--- config.mk ---
export PLATFORM = sky130hd
export DESIGN_NAME = lu_hazard_unit
export DESIGN_NICKNAME = d
export VERILOG_FILES = /design/src/rtl/lu_pkg.sv /design/src/rtl/lu_load_use_detect.sv /design/src/rtl/lu_stall_ctrl.sv /design/src/rtl/lu_pipe_stage.sv /design/src/rtl/lu_hazard_unit.sv
export SDC_FILE = /design/constraint.sdc
export NUM_CORES = 1
export LEC_CHECK = 0
export BUFFER_PORTS_ARGS = -buffer_cell sky130_fd_sc_hd__buf_2
export CORE_ASPECT_RATIO = 0.5
export CORE_MARGIN = 10
export CORE_UTILIZATION = 29
export DETAILED_ROUTE_END_ITERATION = 8
export PLACE_DENSITY_LB_ADDON = 0.15
export SLEW_MARGIN = 0
export SYNTH_ARGS = -nofsm -noshare
export SYNTH_HDL_FRONTEND = slang
export SYNTH_SLANG_ARGS = --single-unit
export TNS_END_PERCENT = 100
--- constraint.sdc ---
create_clock -name clk -period 3 [get_ports clk]
set_input_delay 0.6 -clock clk [delete_from_list [all_inputs] [get_ports clk]]
set_output_delay 0.6 -clock clk [all_outputs]
set_load 0.01 [all_outputs]
--- src/rtl/lu_pkg.sv ---
package lu_pkg;

  // Number of source operands compared against the load target.
  localparam int LU_NUM_SRC = 2;

  // Number of pipeline registers after decode/execute (ex/mem, mem/wb).
  localparam int LU_TAIL_STAGES = 2;

  typedef struct packed {
    logic valid;
    logic mem_rd;
    logic reg_wr;
  } lu_ctl_t;

  localparam lu_ctl_t LU_CTL_NOP = '{valid: 1'b0, mem_rd: 1'b0, reg_wr: 1'b0};

endpackage

--- src/rtl/lu_load_use_detect.sv ---
module lu_load_use_detect
  import lu_pkg::*;
#(
  parameter int REG_W = 5,
  parameter int NSRC  = LU_NUM_SRC
) (
  input  logic                       clk,
  input  logic                       rst_n,
  input  logic                       ex_mem_rd,
  input  logic [REG_W-1:0]           ex_dst,
  input  logic                       fd_valid,
  input  logic [NSRC-1:0][REG_W-1:0] fd_src,
  output logic [NSRC-1:0]            src_hit,
  output logic                       hazard
);

  // A producer clashes with a consumer operand when it is a load into a
  // real (nonzero) register that the operand names.
  function automatic logic load_clash(input logic             is_load,
                                      input logic [REG_W-1:0] target,
                                      input logic [REG_W-1:0] operand);
    return is_load && (target != '0) && (target == operand);
  endfunction

  for (genvar g = 0; g < NSRC; g++) begin : g_src
    assign src_hit[g] = fd_valid && load_clash(ex_mem_rd, ex_dst, fd_src[g]);
  end

  assign hazard = |src_hit;

  // a load into register 0 is never a producer
  a_r2_zero_target: assert property (@(posedge clk) disable iff (!rst_n)
    (ex_dst == '0) |-> !hazard);

  // an empty decode slot or a non-load never stalls
  a_r3_no_consumer: assert property (@(posedge clk) disable iff (!rst_n)
    (!fd_valid || !ex_mem_rd) |-> !hazard);

endmodule

--- src/rtl/lu_stall_ctrl.sv ---
module lu_stall_ctrl (
  input  logic clk,
  input  logic rst_n,
  input  logic hazard,
  output logic pc_we,
  output logic fd_we,
  output logic ctl_bubble
);

  // Freeze the front end and inject a no-op for the hazard cycle only.
  assign pc_we      = !hazard;
  assign fd_we      = !hazard;
  assign ctl_bubble = hazard;

  // one stall per conflict, never two in a row
  a_r6_single_stall: assert property (@(posedge clk) disable iff (!rst_n)
    hazard |=> !hazard);

endmodule

--- src/rtl/lu_pipe_stage.sv ---
module lu_pipe_stage
  import lu_pkg::*;
#(
  parameter int REG_W = 5
) (
  input  logic             clk,
  input  logic             rst_n,
  input  logic             en,
  input  logic             squash,
  input  lu_ctl_t          d_ctl,
  input  logic [REG_W-1:0] d_dst,
  output lu_ctl_t          q_ctl,
  output logic [REG_W-1:0] q_dst
);

  always_ff @(posedge clk) begin
    if (!rst_n) begin
      q_ctl <= LU_CTL_NOP;
      q_dst <= '0;
    end else if (squash) begin
      q_ctl <= LU_CTL_NOP;
      q_dst <= '0;
    end else if (en) begin
      q_ctl <= d_ctl;
      q_dst <= d_dst;
    end
  end

  // a squashed stage carries zero control on the next cycle
  a_r5_bubble_zero: assert property (@(posedge clk) disable iff (!rst_n)
    squash |=> (q_ctl == LU_CTL_NOP));

  // a frozen stage keeps its contents
  a_r4_stage_hold: assert property (@(posedge clk) disable iff (!rst_n)
    (!en && !squash) |=> ($stable(q_ctl) && $stable(q_dst)));

endmodule

--- src/rtl/lu_hazard_unit.sv ---
module lu_hazard_unit
  import lu_pkg::*;
#(
  parameter int REG_W = 5
) (
  input  logic             clk,
  input  logic             rst_n,
  input  logic             if_valid,
  input  logic             if_mem_rd,
  input  logic             if_reg_wr,
  input  logic [REG_W-1:0] if_dst,
  input  logic [REG_W-1:0] if_src_a,
  input  logic [REG_W-1:0] if_src_b,
  output logic             pc_we,
  output logic             fd_we,
  output logic             ctl_bubble,
  output logic             hazard,
  output logic             ex_valid,
  output logic             ex_mem_rd,
  output logic             ex_reg_wr,
  output logic [REG_W-1:0] ex_dst,
  output logic             wb_valid,
  output logic             wb_mem_rd,
  output logic             wb_reg_wr,
  output logic [REG_W-1:0] wb_dst
);

  localparam int NSRC  = LU_NUM_SRC;
  localparam int NTAIL = LU_TAIL_STAGES;

  // Fetch slot as seen by the front end.
  lu_ctl_t                   if_ctl;
  logic [NSRC-1:0][REG_W-1:0] if_src;
  assign if_ctl = '{valid: if_valid, mem_rd: if_mem_rd, reg_wr: if_reg_wr};
  assign if_src = {if_src_b, if_src_a};

  // Fetch/decode register: control, destination and operand numbers.
  lu_ctl_t                    fd_ctl;
  logic [REG_W-1:0]           fd_dst;
  logic [NSRC-1:0][REG_W-1:0] fd_src;

  lu_pipe_stage #(.REG_W(REG_W)) u_fd (
    .clk    (clk),
    .rst_n  (rst_n),
    .en     (fd_we),
    .squash (1'b0),
    .d_ctl  (if_ctl),
    .d_dst  (if_dst),
    .q_ctl  (fd_ctl),
    .q_dst  (fd_dst)
  );

  always_ff @(posedge clk) begin
    if (!rst_n)     fd_src <= '0;
    else if (fd_we) fd_src <= if_src;
  end

  // Decode/execute register, squashed to a no-op on a stall.
  lu_ctl_t          ex_ctl;
  logic [REG_W-1:0] ex_dst_q;

  lu_pipe_stage #(.REG_W(REG_W)) u_ex (
    .clk    (clk),
    .rst_n  (rst_n),
    .en     (1'b1),
    .squash (ctl_bubble),
    .d_ctl  (fd_ctl),
    .d_dst  (fd_dst),
    .q_ctl  (ex_ctl),
    .q_dst  (ex_dst_q)
  );

  // Hazard detection on decode/execute load vs fetch/decode operands.
  logic [NSRC-1:0] src_hit;

  lu_load_use_detect #(.REG_W(REG_W), .NSRC(NSRC)) u_detect (
    .clk       (clk),
    .rst_n     (rst_n),
    .ex_mem_rd (ex_ctl.mem_rd),
    .ex_dst    (ex_dst_q),
    .fd_valid  (fd_ctl.valid),
    .fd_src    (fd_src),
    .src_hit   (src_hit),
    .hazard    (hazard)
  );

  lu_stall_ctrl u_stall (
    .clk        (clk),
    .rst_n      (rst_n),
    .hazard     (hazard),
    .pc_we      (pc_we),
    .fd_we      (fd_we),
    .ctl_bubble (ctl_bubble)
  );

  // Execute/memory and memory/writeback registers.
  lu_ctl_t          tail_ctl [NTAIL+1];
  logic [REG_W-1:0] tail_dst [NTAIL+1];
  assign tail_ctl[0] = ex_ctl;
  assign tail_dst[0] = ex_dst_q;

  for (genvar s = 0; s < NTAIL; s++) begin : g_tail
    lu_pipe_stage #(.REG_W(REG_W)) u_stage (
      .clk    (clk),
      .rst_n  (rst_n),
      .en     (1'b1),
      .squash (1'b0),
      .d_ctl  (tail_ctl[s]),
      .d_dst  (tail_dst[s]),
      .q_ctl  (tail_ctl[s+1]),
      .q_dst  (tail_dst[s+1])
    );
  end

  assign ex_valid  = ex_ctl.valid;
  assign ex_mem_rd = ex_ctl.mem_rd;
  assign ex_reg_wr = ex_ctl.reg_wr;
  assign ex_dst    = ex_dst_q;
  assign wb_valid  = tail_ctl[NTAIL].valid;
  assign wb_mem_rd = tail_ctl[NTAIL].mem_rd;
  assign wb_reg_wr = tail_ctl[NTAIL].reg_wr;
  assign wb_dst    = tail_dst[NTAIL];

  // both enables drop in a hazard cycle
  a_r4_front_frozen: assert property (@(posedge clk) disable iff (!rst_n)
    hazard |-> (!pc_we && !fd_we));

  // operand numbers survive a freeze so the consumer decodes again
  a_r4_operands_held: assert property (@(posedge clk) disable iff (!rst_n)
    !fd_we |=> (fd_src == $past(fd_src)));

  // the bubble reaches execute as an empty slot
  a_r5_ex_empty: assert property (@(posedge clk) disable iff (!rst_n)
    ctl_bubble |=> (!ex_valid && !ex_mem_rd && !ex_reg_wr));

endmodule

==> run_results.csv, run 1 <==
group,metric,value,unit
route,wl_per_cell,12.12,um
logic_synthesis,muxShareOfSynthArea,0.1118,
grt,antenna_found_initial,0,
power,p_sw_frac,0.1967,
clock_network,cts_buffer_depth,2,
floorplan,die_x,122.5,um
floorplan,die_y,71.24,um
setup_path,cp_cell_sequence,"xnor2_1, nand3_1, o22ai_1, o2111ai_4, inv_6, buf_2",
logic_synthesis,syn-cell-area,1523,um2
setup_path,crit_type,"flop to output port",
power,p_clk_frac,0.446,
sta,worst_pin_slew,0.8667,ns
power,power_switching,0.0002386,W
grt,first_global_vias,984,
setup_path,critPathMaxStageDelay,0.48,ns
route,vias_per_cell,4.028,
logic_synthesis,synth-simple-area-share,0.2087,
logic_synthesis,synth-xor-area-share,0.05752,
setup_path,worstPathArrival,1.99,ns
clock_network,cts_tree,"done",
setup_path,cp_top_family,"compound AO/OA/AOI/OAI gates",
hold_path,hold_class,"flop to flop",
route,drt_pass1_iterations,2,
clock_network,ctsResizeCount,0,
clock_network,clk_pin_slew,0.08,ns
power,peakVddDrop,309.6,uV
grt,grt_pass1_wl,4912,um
sta,rsz0062_at_grt,"no",
clock_network,ctsHoldBuffers,0,
logic_synthesis,synth_flop_cell,"dfxtp_1",
place,place.gp.congestion,0.7021,
outcome,status,"finished, final reports clean",
clock_network,cts_inserted_buffers,5,
place,dpl.hpwl,2219,um
floorplan,core.rowCount,18,
grt,grt_overflow,0,
route,drt_iter0_drc,43,
sta,drv_slew,0,
logic_synthesis,syn_nets,165,
power,leakage,0.8119,nW
setup_path,critical_path.max_fanout,20,
clock_network,clk_latency,0.29,ns
setup_path,crit_path_top_delay_cell,"dfxtp_1",
sta,finalSetupViolCount,0,
place,port_buffers,39,
route,finalWirelength,3067,um
power,internal-power,0.0009746,W
sta,clock.fmax,386.6,MHz
sta,period_share,0.8623,
logic_synthesis,synthTopCellsByCount,"dfxtp_1, nand2_1, mux2i_1",
sta,relSlewSlack,0.4222,
sta,finalCriticalPeriod,2.587,ns
setup_path,end_kind,"output port",
grt,grt_max_degree,60,
final_layout,stdcell_count,253,
setup_path,cp.buffers_inverters,2,
final_layout,n_antenna_cell,0,
logic_synthesis,synth_edf_count,0,
sta,fin_hold_ws,0.4353,ns
logic_synthesis,yosys_warnings,0,
floorplan,core,5000,um2
final_layout,syn_to_final_growth,24.16,%
route,via_count,1019,
final_layout,drive_gt1_frac,0.3224,
logic_synthesis,synth_cell_types,16,
logic_synthesis,synth_cells,145,
setup_path,crit_required,2.40,ns
logic_synthesis,yosysSeqAreaShare,0.5522,
place,dp_cells,245,
route,postRouteAntennaNets,0,
clock_network,cts_max_level,2,
logic_synthesis,yosysTopAreaCellShare,0.5522,
power,p_per_area,641.7,nW/um2
clock_network,cts.sinks,42,
logic_synthesis,synth-compound-area-share,0.02629,
logic_synthesis,async_flop_share,0,
logic_synthesis,synth_top_family_by_area,"simple AND/OR/NAND/NOR gates",
sta,final_hold_viol_count,0,
floorplan,initial_utilization,0.3046,
logic_synthesis,yosysMostFrequentCell,"dfxtp_1",
logic_synthesis,synthAdderAreaFrac,0,
logic_synthesis,synth.area.top_cells,"dfxtp_1, mux2i_1, nand2_1",
logic_synthesis,synth_area_per_cell,10.50,um2
final_layout,final_nets,202,
floorplan,die_area,8725,um2
grt,grt_use_total,0.06974,
clock_network,cts-root-buf,"clkbuf_8",
final_layout,fill_cells,538,
sta,setup_tns,0,ns
clock_network,cts_setup_buffers,0,
logic_synthesis,yosys.area.top_type,"dfxtp_1",
sta,fin_skew,0.01015,ns
logic_synthesis,synth_seq_cells,42,
route,drc_errors,0,
power,seq_power_share,0.491,
power,p_comb_frac,0.063,
setup_path,start_kind,"flop",
run,maxCapViolations,0,
floorplan,io_pins,40,
## cell usage in the layout (no fill, tap or decap)
cell type,Yosys,final
xnor2_1,10,10
nand2_1,36,36
or4_4,1,1
o22ai_1,1,1
bufinv_16,0,2
o21a_1,1,1
o2111ai_4,1,1
and2_2,1,1
inv_6,1,1
and3_2,8,8
clkbuf_8,0,6
dfxtp_1,42,42
nand3_1,2,2
mux2i_1,17,17
and2_1,15,15
buf_2,0,39
## flip-flops by register name, indices dropped and copies added, names as in the netlist
signal / count
fd_src: 10
g_tail.u_stage.q_ctl: 6
g_tail.u_stage.q_dst: 10
u_ex.q_ctl: 3
u_ex.q_dst: 5
u_fd.q_ctl: 3
u_fd.q_dst: 5
## layout make-up
cell class | count | area [um2] | share of cell area
flip-flops and latches | 42 | 840.8 | 0.4447
multi-input cells | 93 | 615.6 | 0.3256
clock inverters | 2 | 60.06 | 0.03177
well taps | 70 | 87.58 | 0.04633
repair buffers | 39 | 195.2 | 0.1032
inverters | 1 | 8.758 | 0.004633
clock buffers | 6 | 82.58 | 0.04368
## path summary, 6_finish.rpt
path	from	endpoint	slack, ns	cells after the start
hold / removal	g_tail[0].u_stage.q_ctl[2]$_SDFF_PN0_	g_tail[1].u_stage.q_ctl[2]$_SDFF_PN0_	0.44	1
setup / recovery	u_ex.q_dst[2]$_SDFF_PP0_	ctl_bubble	0.41	6
setup reg to reg	u_ex.q_dst[2]$_SDFF_PP0_	u_fd.q_ctl[1]$_SDFFE_PN0N_	1.19	6
hold reg to reg	g_tail[0].u_stage.q_ctl[2]$_SDFF_PN0_	g_tail[1].u_stage.q_ctl[2]$_SDFF_PN0_	0.44	1
## power groups by stage
stage,combinational [W],clock [W],sequential [W]
finish,0.0000767,0.000541,0.000595
detailed placement,0.0000785,0,0.000609
floorplan,0.0000499,0,0.000608
global route,0.0000874,0.000581,0.000599
CTS,0.0000788,0.000560,0.000596
global placement,0.0000778,0,0.000609
## per-stage QoR
stage / total power (W) / utilization / setup slack (ns) / instance area (um2)
global placement: 0.0006863 / 0.3496 / 0.7296 / 1748
global route: 0.001268 / 0.3781 / 0.2695 / 1891
finish: 0.001213 / 0.3781 / 0.4132 / 1891
CTS: 0.001235 / 0.3781 / 0.3598 / 1891
detailed placement: 0.0006878 / 0.3496 / 0.6785 / 1748
floorplan: 0.0006577 / - / 0.7230 / 1523
## cell families (layout without fill, tap and decap cells)
group	Yosys count	in the layout
buffers and inverters	10	48
AND/OR/NAND/NOR	63	63
AO/OA/AOI/OAI	3	3
XOR/XNOR	10	10
flip-flops	42	42
multiplexers	17	17
## metal layers
layer  wire [um]  global-route usage  part of all wire  vias to the layer above
li1            -                   -                 -                      540
met1        1497             0.08777              0.49                      459
met2        1333              0.1021              0.43                       18
met3         214             0.03127             0.070                        2
met4          23             0.02727            0.0075                        0
met5           0                   0                 0                        -
Note: power is estimated with default switching activity, not from simulation.
==> run 2: changes to the inputs <==
==> constraint.sdc (replaced) <==
create_clock -name clk -period 3 [get_ports clk]
set_input_delay 0.6 -clock clk [delete_from_list [all_inputs] [get_ports clk]]
set_output_delay 0.6 -clock clk [all_outputs]
set_load 0.02 [all_outputs]
==> run_results.csv, run 2 (synthesis results as in run 1) <==
group,metric,value,unit
final_layout,top_regs,"fd_src: 10 flops, g_tail.u_stage.q_dst: 10 flops, g_tail.u_stage.q_ctl: 6 flops",
floorplan,core.rowCount,18,
sta,fin_hold_ws,0.4345,ns
route,wl_per_cell,12.11,um
final_layout,drive_gt1_frac,0.3224,
place,port_buffers,39,
setup_path,worstPathArrival,2.06,ns
sta,drv_slew,0,
clock_network,clk_pin_slew,0.08,ns
clock_network,cts_buffer_depth,2,
route,postRouteAntennaNets,0,
clock_network,cts_setup_buffers,0,
outcome,status,"finished, final reports clean",
clock_network,ctsResizeCount,0,
floorplan,initial_utilization,0.3046,
sta,setup_tns,0,ns
power,leakage,0.7877,nW
grt,grt_overflow,0,
final_layout,n_antenna_cell,0,
setup_path,r2r_setup_slack,1.16,ns
sta,finalCriticalPeriod,2.659,ns
floorplan,die_x,122.5,um
final_layout,mostFrequentLayoutCell,"dfxtp_1",
sta,worst_pin_slew,0.8509,ns
floorplan,io_pins,40,
final_layout,register_area,840.8,um2
grt,first_global_vias,1055,
hold_path,min_from,"g_tail[0].u_stage.q_ctl[0]$_SDFF_PN0_",
route,drt_iter0_drc,20,
grt,grt_use_total,0.07323,
place,place.gp.congestion,0.7024,
clock_network,cts_tree,"done",
power,peakVddDrop,187.7,uV
route,vias_per_cell,3.957,
setup_path,crit_type,"flop to output port",
clock_network,ctsHoldBuffers,0,
clock_network,cts_inserted_buffers,5,
clock_network,cts-root-buf,"clkbuf_8",
final_layout,final_cell_mix,"dfxtp_1, buf_2, nand2_1",
sta,clock.fmax,376.0,MHz
sta,fin_skew,0.004736,ns
setup_path,critical_path.max_fanout,20,
setup_path,reg2reg_to,"fd_src[1]$_SDFFE_PN0N_",
grt,antenna_found_initial,0,
sta,period_share,0.8864,
run,maxCapViolations,0,
sta,final_hold_viol_count,0,
final_layout,multiInputGateArea,615.6,um2
setup_path,r2r_start,"u_ex.q_dst[2]$_SDFF_PP0_",
final_layout,final_nets,202,
hold_path,hold_class,"flop to flop",
clock_network,cts.sinks,42,
sta,finalSetupViolCount,0,
power,p_per_area,572.3,nW/um2
setup_path,crit_required,2.40,ns
route,drt_pass1_iterations,3,
setup_path,start_kind,"flop",
grt,grt_pass1_wl,5106,um
route,drc_errors,0,
setup_path,end_kind,"output port",
floorplan,die_y,71.24,um
hold_path,min_delay_path_depth,1,
floorplan,core,5000,um2
setup_path,reg2reg_depth,6,
sta,rsz0062_at_grt,"no",
route,via_count,1001,
final_layout,fill_cells,534,
hold_path,worst_hold_path.endpoint,"g_tail[1].u_stage.q_ctl[0]$_SDFF_PN0_",
clock_network,clk_latency,0.29,ns
sta,relSlewSlack,0.4327,
final_layout,syn_to_final_growth,21.04,%
floorplan,die_area,8725,um2
grt,grt_max_degree,60,
clock_network,cts_max_level,2,
route,finalWirelength,3064,um
-- run 2: how the worst max path moves through the flow --
stage / from / to / depth (start not counted)
final: u_ex.q_dst[2]$_SDFF_PP0_ / ctl_bubble / 6
after global routing: u_ex.q_dst[2]$_SDFF_PP0_ / hazard / 6
after global placement: u_ex.q_dst[1]$_SDFF_PP0_ / ctl_bubble / 6
after detailed placement: u_ex.q_dst[2]$_SDFF_PP0_ / hazard / 6
after floorplan: u_ex.q_dst[3]$_SDFF_PP0_ / hazard / 5
after CTS: u_ex.q_dst[2]$_SDFF_PP0_ / hazard / 6
-- run 2: metal layers --
metal / track usage / part of all wire / up-vias
met5: 0 / 0 / -
met4: 0.03117 / 0.014 / 0
met3: 0.03518 / 0.070 / 4
met2: 0.1140 / 0.45 / 19
met1: 0.08474 / 0.47 / 438
li1: - / - / 540
-- run 2: report_power, final --
part	leakage [nW]	total (W)	internal, W	switching (W)
clock	0.0472	0.000377	0.000185	0.000193
combinational	0.395	0.0000825	0.0000400	0.0000425
sequential	0.346	0.000595	0.000580	0.0000151
-- run 2: stage by stage --
step | area (um2) | cells | utilization | setup WS, ns | power [W]
floorplan | 1523 | 145 | - | 0.5992 | 0.0006627
global placement | 1748 | 245 | 0.3496 | 0.6798 | 0.0006915
detailed placement | 1748 | 245 | 0.3496 | 0.6223 | 0.0006926
CTS | 1843 | 253 | 0.3686 | 0.2797 | 0.001076
global route | 1843 | 253 | 0.3686 | 0.1612 | 0.001108
finish | 1843 | 253 | 0.3686 | 0.3407 | 0.001055
-- run 2: layout make-up --
type,instances,share of cell area
clock buffer,6,0.04481
inverter,1,0.004752
clock inverter,2,0.006789
multi-input combinational,93,0.3340
sequential,42,0.4562
timing repair buffer,39,0.1059
tap,70,0.04752
-- run 2: worst max-delay path: stages, from the launching register on --
cell and delay (ns):
dfxtp_1 0.49, xnor2_1 0.16, nand3_1 0.10, o22ai_1 0.28
o2111ai_4 0.26, inv_6 0.27, buf_2 0.21
